--- config.mk ---
export PLATFORM = sky130hd
export DESIGN_NAME = rfs_top
export DESIGN_NICKNAME = d
export VERILOG_FILES = /design/src/rtl/rfs_pkg.sv /design/src/rtl/rfs_counter.sv /design/src/rtl/rfs_datareg.sv /design/src/rtl/rfs_top.sv
export SDC_FILE = /design/constraint.sdc
export NUM_CORES = 1
export LEC_CHECK = 0
export BUFFER_PORTS_ARGS = -buffer_cell sky130_fd_sc_hd__buf_2
export CAP_MARGIN = 30
export CORE_UTILIZATION = 56
export CTS_CLUSTER_SIZE = 30
export DETAILED_ROUTE_END_ITERATION = 16
export PLACE_DENSITY = 0.86
export SYNTH_ARGS = -nofsm -noshare
export SYNTH_HDL_FRONTEND = slang
export SYNTH_SLANG_ARGS = --single-unit
--- constraint.sdc ---
create_clock -name clk -period 2.4 [get_ports clk]
set_clock_uncertainty 0.05 [all_clocks]
set_input_delay 0 -clock clk [delete_from_list [all_inputs] [get_ports clk]]
set_output_delay 0 -clock clk [all_outputs]
set_load 0.005 [all_outputs]
--- src/rtl/rfs_pkg.sv ---
// Package: shared widths and types for the rotating output shifter.
// Assumes the word width is a power of two so that a rotate amount of
// log2(width) bits covers every distance.
package rfs_pkg;
    localparam int WORD_W = 32;
    localparam int AMT_W  = $clog2(WORD_W);
    localparam int CNT_W  = AMT_W + 1;

    typedef logic [WORD_W-1:0] word_t;
endpackage

--- src/rtl/rfs_counter.sv ---
// Module: pending-rotation counter.
// Holds how many rotations of the current word remain. It is loaded on a
// FIFO pop and cleared whenever the block is disabled. Zero means a word is
// needed. Assumes load is only raised while the counter is empty.
module rfs_counter #(
    parameter int W     = rfs_pkg::WORD_W,
    parameter int AW    = $clog2(W),
    parameter int CW    = AW + 1
) (
    input  logic          clk,
    input  logic          rst_n,
    input  logic          en,
    input  logic          load,
    input  logic [AW-1:0] n_in,
    output logic          empty,
    output logic          advance
);
    logic [CW-1:0] left;
    logic [CW-1:0] n_full;

    // Map a programmed count of zero to a full word of rotations.
    assign n_full  = (n_in == '0) ? CW'(W) : CW'(n_in);
    assign empty   = (left == '0);
    assign advance = en && !empty;

    // Track the rotations still owed to the current word.
    always_ff @(posedge clk) begin
        if (!rst_n)       left <= '0;
        else if (!en)     left <= '0;
        else if (load)    left <= n_full;
        else if (advance) left <= left - CW'(1);
    end


    disable_clears_chk: assert property (@(posedge clk) disable iff (!rst_n)
        !en |=> empty);

    load_arms_chk: assert property (@(posedge clk) disable iff (!rst_n)
        load |=> !empty);
endmodule

--- src/rtl/rfs_datareg.sv ---
// Module: data register with a logarithmic right rotator.
// Loads a new word or replaces its contents with a right rotation by a
// live amount. Assumes W is a power of two and that load and advance are
// never high together.
module rfs_datareg #(
    parameter int W  = rfs_pkg::WORD_W,
    parameter int AW = $clog2(W)
) (
    input  logic          clk,
    input  logic          rst_n,
    input  logic          load,
    input  logic          advance,
    input  logic [AW-1:0] amt,
    input  logic [W-1:0]  din,
    output logic [W-1:0]  q
);
    logic [W-1:0] stage [AW+1];

    assign stage[0] = q;

    // One rotator stage per amount bit; stage s rotates by 2**s when enabled.
    for (genvar s = 0; s < AW; s++) begin : g_rot
        localparam int K = 1 << s;
        assign stage[s+1] = amt[s] ? {stage[s][K-1:0], stage[s][W-1:K]}
                                   : stage[s];
    end

    // Register update: load wins, otherwise rotate on advance, else hold.
    always_ff @(posedge clk) begin
        if (!rst_n)       q <= '0;
        else if (load)    q <= din;
        else if (advance) q <= stage[AW];
    end


    rotate_keeps_ones_chk: assert property (@(posedge clk) disable iff (!rst_n)
        (advance && !load) |=> ($countones(q) == $countones($past(q))));
endmodule

--- src/rtl/rfs_top.sv ---
// Module: rotating FIFO-fed output shifter (top).
// Requests a word when no rotations are pending, loads it without rotating,
// then rotates it once per enabled cycle for the programmed count. Assumes
// the FIFO presents its head word with valid and pops on valid and ready.
module rfs_top #(
    parameter int W  = rfs_pkg::WORD_W,
    parameter int AW = $clog2(W)
) (
    input  logic          clk,
    input  logic          rst_n,
    input  logic          en,
    input  logic [AW-1:0] rot_amt,
    input  logic [AW-1:0] rot_cnt,
    input  logic          fifo_valid,
    input  logic [W-1:0]  fifo_data,
    output logic          fifo_ready,
    output logic [W-1:0]  sreg_q,
    output logic          shift_stb
);
    logic empty;
    logic advance;
    logic load;

    // Handshake: ask for data only while enabled and idle.
    assign fifo_ready = en && empty;
    assign load       = fifo_ready && fifo_valid;
    assign shift_stb  = advance;

    rfs_counter #(.W(W), .AW(AW)) u_cnt (
        .clk     (clk),
        .rst_n   (rst_n),
        .en      (en),
        .load    (load),
        .n_in    (rot_cnt),
        .empty   (empty),
        .advance (advance)
    );

    rfs_datareg #(.W(W), .AW(AW)) u_reg (
        .clk     (clk),
        .rst_n   (rst_n),
        .load    (load),
        .advance (advance),
        .amt     (rot_amt),
        .din     (fifo_data),
        .q       (sreg_q)
    );


    load_copies_chk: assert property (@(posedge clk) disable iff (!rst_n)
        (fifo_ready && fifo_valid) |=> (sreg_q == $past(fifo_data)));

    starve_hold_chk: assert property (@(posedge clk) disable iff (!rst_n)
        (fifo_ready && !fifo_valid) |=> $stable(sreg_q));

    stb_ready_excl_chk: assert property (@(posedge clk) disable iff (!rst_n)
        $onehot0({shift_stb, fifo_ready}));

    off_quiet_chk: assert property (@(posedge clk) disable iff (!rst_n)
        !en |=> $stable(sreg_q));
endmodule

# After elaboration in Yosys (flattened, before gate mapping)
# Cells that the tools add are included.
# totals
mem_bits_rw	0
regBits	38
n_memories	0
latch_bits	0
out_inout_bits	34
in_bits	46
elab_cells	21
romBits	0
# op_classes
eq_ne	0
shifts	0
mux	10
n_bitwise	0
addsub	1
n_mul	0
n_reduce_logical	8
n_lt_le_gt_ge	0
div	0
# op_table
op	count
2-to-1 mux 32 bit	7
2-to-1 mux 6 bit	3
zero test 6 bit	1
subtractor 6 x 1 -> 6 bit, second input constant	1
zero test 5 bit	1
logical AND 1 bit	3
AND reduction 2 bit	1
nonzero test 2 bit	1
zero test 1 bit	1

# Logic depth before layout (Yosys ltp)
# logic_depth
ltp_word	7
ltp_mapped	9

# Modules after synthesis
# Synthesis repeated with hierarchy kept, for this count alone.
# hier_totals
hier_cells	527
area_unflattened_um2	4256.6
# modules_own_cells
module	cells_per_inst	area_per_inst_um2	n_inst	seq_area_each_um2
rfs_datareg	470	3804.9	1	640.6
rfs_counter	55	439.2	1	120.1
rfs_top	2	12.5	1	0.0

# Worst setup path before layout
# OpenSTA, ideal clock, no wires.
# synth_path
path_type	reg-to-reg
startpoint	register u_cnt.left[0]
endpoint	register u_reg.q[0]
setup_ps	119
t_required_ps	2231
path_slack_ps	582
arrival_time_ps	1649
stages_incl_launch_ff	9
cell_sequence	dfxtp_1 inv_1 ha_1 nor2b_1 nand4_1 nand2_1 clkbuf_1 o211a_1 a21oi_1
# synth_via
elab_chain_cells	4
word_cells_on_any_way	7
cone_classes	mux: 1; reduce/logical: 6
# synth_rtl
item	line	source
start: declaration	rfs_counter.sv:18	logic [CW-1:0] left;
start signal: assignment	rfs_counter.sv:30	else if (load) left <= n_full;
start signal: assignment	rfs_counter.sv:31	else if (advance) left <= left - CW'(1);
zero test 6 bit *	rfs_counter.sv:23	assign empty = (left == '0);
logical AND 1 bit / zero test 1 bit (equally long branches)	rfs_top.sv:25, rfs_counter.sv:24	
logical AND 1 bit, on equally long branches	rfs_top.sv:26, rfs_counter.sv:24	
2-to-1 mux 32 bit / nonzero test 2 bit (equally long branches)	n/a	
end signal: assignment	rfs_datareg.sv:31	else if (load) q <= din;
end signal: assignment	rfs_datareg.sv:32	else if (advance) q <= stage[AW];
end: declaration	rfs_datareg.sv:15	output logic [W-1:0] q
# Mark *: on every way between the ends. The rest lies on a longest branch, timed or not.
# A chain may end at the register's enable or synchronous reset.

# Final worst setup path
# layout_path
startpoint	register u_cnt.left[0]
endpoint	register u_cnt.left[3]
# layout_via
elab_chain_cells	4
word_cells_on_any_way	9
cone_classes	add/sub: 1; mux: 2; reduce/logical: 6
# layout_rtl
item
branches (longest 4 deep; another with subtractor 6 x 1 -> 6 bit)
# Parallel ways; which one is timed is not known. The select of a mux whose other input is x is not followed.

==> impl_metrics.tcl <==
set metrics [dict create \
    drt_pre_antenna_iters 5 \
    r2r_end "u_cnt.left[3]" \
    final_cells 524 \
    synth.top_cells.by_count "o21ai_0 (65), mux2i_1 (48), dfxtp_1 (38)" \
    crit_end_element "register" \
    worstMarginPinSlew_ns 0.611 \
    num_rows 29 \
    dp_slack_ns 0.296 \
    status "complete, no violations" \
    syn_area_sq_um 3650 \
    dr.first_iter.drc_count 491 \
    netlist_instances 386 \
    timing.final.crit_share 0.902 \
    yosys.area_share.simple 0.0717 \
    tritoncts "yes" \
    core_area_sq_um 6310 \
    totalPowerFinal_uw 2710 \
    gr-usage-all-layers 0.337 \
    final_setup_violation_count 0 \
    cpLargestDelayFamily "buffers and inverters" \
    period_minus_slack_ns 2.17 \
    seq_area_frac_synth 0.209 \
    power-per-cell-area_nw_per_um2 644 \
    flow.area_growth_from_synthesis_pct 15.2 \
    quantity_of_i_o_buffers_inserted_on_ports 79 \
    worst-path-buf-inv 3 \
    largest_family_of_logic_cells_by_synthesized_area "multiplexers" \
    synthesis.nets 433 \
    leak_pwr_uw 0.00194 \
    clock_tree.buffer_depth 2 \
    max_slew_margin 0.592 \
    vias_per_cell 6.73 \
    syn_avg_cell_area_sq_um 9.45 \
    worst-endpoint-required_ns 2.59 \
    worst_ep_arrival_time_ns 2.35 \
    globalRouteOverflowTotal 0 \
    wirelength_mm 11.2 \
    netlist.top_cell.by_area "dfxtp_1" \
    clk_transition_reported_paths_ns 0.08 \
    report.final.slew_viol_count 0 \
    critPathMaxFanout 22 \
    cts_inserted_buffers 5 \
    fmax_mhz 462 \
    place_hpwl_mm 8.15 \
    drcViolationCount 0 \
    detail-route-antenna-nets 0 \
    pin_count 80 \
    gp_congestion 1.01 \
    cp.depth 8 \
    dp_cells 513 \
    finalSetupTns_ns 0 \
    ff2ff_setup_slack_ns 0.23 \
    cts.root.buffer_cell "clkbuf_8" \
    cap_viol_max_count 0 \
    htree_num_levels 2 \
    wl_per_cell_microns 21.3 \
    timing.final.ws_setup_ns 0.235 \
    clock_sink_count 38 \
    final_hold_viol_count 0 \
    synthTopCellsByArea "dfxtp_1 (21%), mux4_2 (20%), mux2i_1 (13%)" \
    floorplan.die_area_sq_um 6840 \
    worst_r2r_startpoint "u_cnt.left[0]" \
    path_cells "inv_1 -> ha_1 -> nor2b_2 -> and2_1 -> buf_4 -> nand3_1 -> dlygate4sd3_1 -> a21oi_1" \
    grt_first_pass_wirelength_mm 16.8 \
    antenna-diode-count 0 \
    rr_worst_depth 8 \
    cp_slowest_stage_delay_ns 0.57 \
    irDropWorstVdd_v 0.000360 \
    rsz0062_at_grt "no" \
    detailroute.via_count 3525 \
    worstHoldPathType "in2reg" \
    number_of_unique_standard_cell_types_used_by_synthesis 37 \
    yosys.area_share.adder 0.00343 \
    setup.worst_path.start_class "register" \
    yosys.cell_count.top_type "o21ai_0" \
    synth_mux_area_frac 0.412 \
    clk_latency_ns 0.30 \
    setup.worst_path.class "reg2reg" \
    design.final.nets 493 \
    drive_above_1_share 0.349 \
    area_fraction_in_compound_gates_after_synthesis 0.238 \
    synth.yosys.warnings 0 \
    grt_start_max_net_pins 38 \
    critical_path_capture_point "u_cnt.left[3]" \
    synth_enable_flop_cells 0 \
    die_w_microns 82.7 \
    setup_crit_start "u_cnt.left[0]" \
    critical_path.slowest_cell "dlygate4sd3_1" \
    synthXorXnorAreaFrac 0.00480 \
    synth.top_cell.area_share 0.209 \
    ys.flop_type "dfxtp_1" \
    synth_seq_cells 38 \
    number_of_antenna_violations_at_the_first_check_in_global_routing 0 \
    starting_density_of_the_core 0.578 \
    number_of_global_route_vias_before_repair 3187 \
    fraction_of_synthesis_flops_using_an_asynchronous_set_or_reset_pin 0 \
    floorplan.die.height_microns 82.7 \
]
## power breakdown
part	switching, uW	internal (uW)
clock	244	306
combinational	677	599
sequential	160	721
## flip-flops by register name (all words and copies together), names as in the netlist
| register | flops |
|---|---|
| u_cnt.left | 6 |
| u_reg.q | 32 |
## how the worst min path moves through the flow
stage,start,to,slack (ns),cells past startpoint
6_report,rot_cnt[0],u_cnt.left[0],0.009,3
5_1_grt,rot_cnt[0],u_cnt.left[0],0.03,3
4_1_cts,rot_cnt[0],u_cnt.left[0],0.001,3
3_5_place_dp,rot_cnt[4],u_cnt.left[4],0.25,3
3_3_place_gp,rot_cnt[4],u_cnt.left[4],0.23,3
2_1_floorplan,rst_n,u_reg.q[8],0.09,2
## metrics by stage
| stage | cell area [sq um] | hold slack [ns] | util |
|---|---|---|---|
| floorplan | 3650 | 0.0884 | - |
| global placement | 4060 | 0.234 | 0.643 |
| detailed placement | 4060 | 0.254 | 0.643 |
| CTS | 4200 | 0.000985 | 0.665 |
| global route | 4200 | 0.0287 | 0.665 |
| finish | 4200 | 0.00857 | 0.665 |
## worst reg2reg max path, stage by stage (launching register included)
cell and delay, ns:
dfxtp_1 0.34, inv_1 0.06, ha_1 0.21, nor2b_2 0.24, and2_1 0.18, buf_4 0.23, nand3_1 0.10, dlygate4sd3_1 0.57
a21oi_1 0.13
## placed cells by master (no fill, tap or decap), drive strengths merged, types with 5 or more instances in the layout
| cell | instances |
|---|---|
| buf | 90 |
| o21ai | 66 |
| mux2i | 50 |
| dfxtp | 38 |
| nand2 | 36 |
| a21oi | 36 |
| mux4 | 33 |
| o211a | 32 |
| mux2 | 20 |
| nor2 | 6 |
| clkbuf | 5 |
| inv | 5 |
## metal layers
metal  vias up  share of wire  global-route usage
met1      1623           0.40               0.454
met3        49           0.12              0.0978
met4         0          0.036               0.133
met2       251           0.45               0.508
met5         -              0                   0
li1       1602              -                   -
## area by class of cell
class,instances,area (sq um)
clock buffers,5,68.8
inverters,5,18.8
flip-flops and latches,38,761
fillers,512,2110
well taps,77,96.3
multi-input cells,303,2670
clock inverters,3,40.0
repair buffers,93,546
## repair_timing
action,in CTS,in global routing
setup buffers,0,0
hold endpoints to repair,2,0
gates resized for setup,0,1
setup endpoints to repair,0,1
hold buffers,3,0
## kinds of logic after synthesis
logic type / Yosys count
and+or+nand+nor: 58
xor gates and xnor gates: 2
buffers and inverters: 45
muxes: 103
adders and majority gates: 1
AOI/OAI and AO/OA: 139
DFF: 38
(Power assumes the default switching activity.)
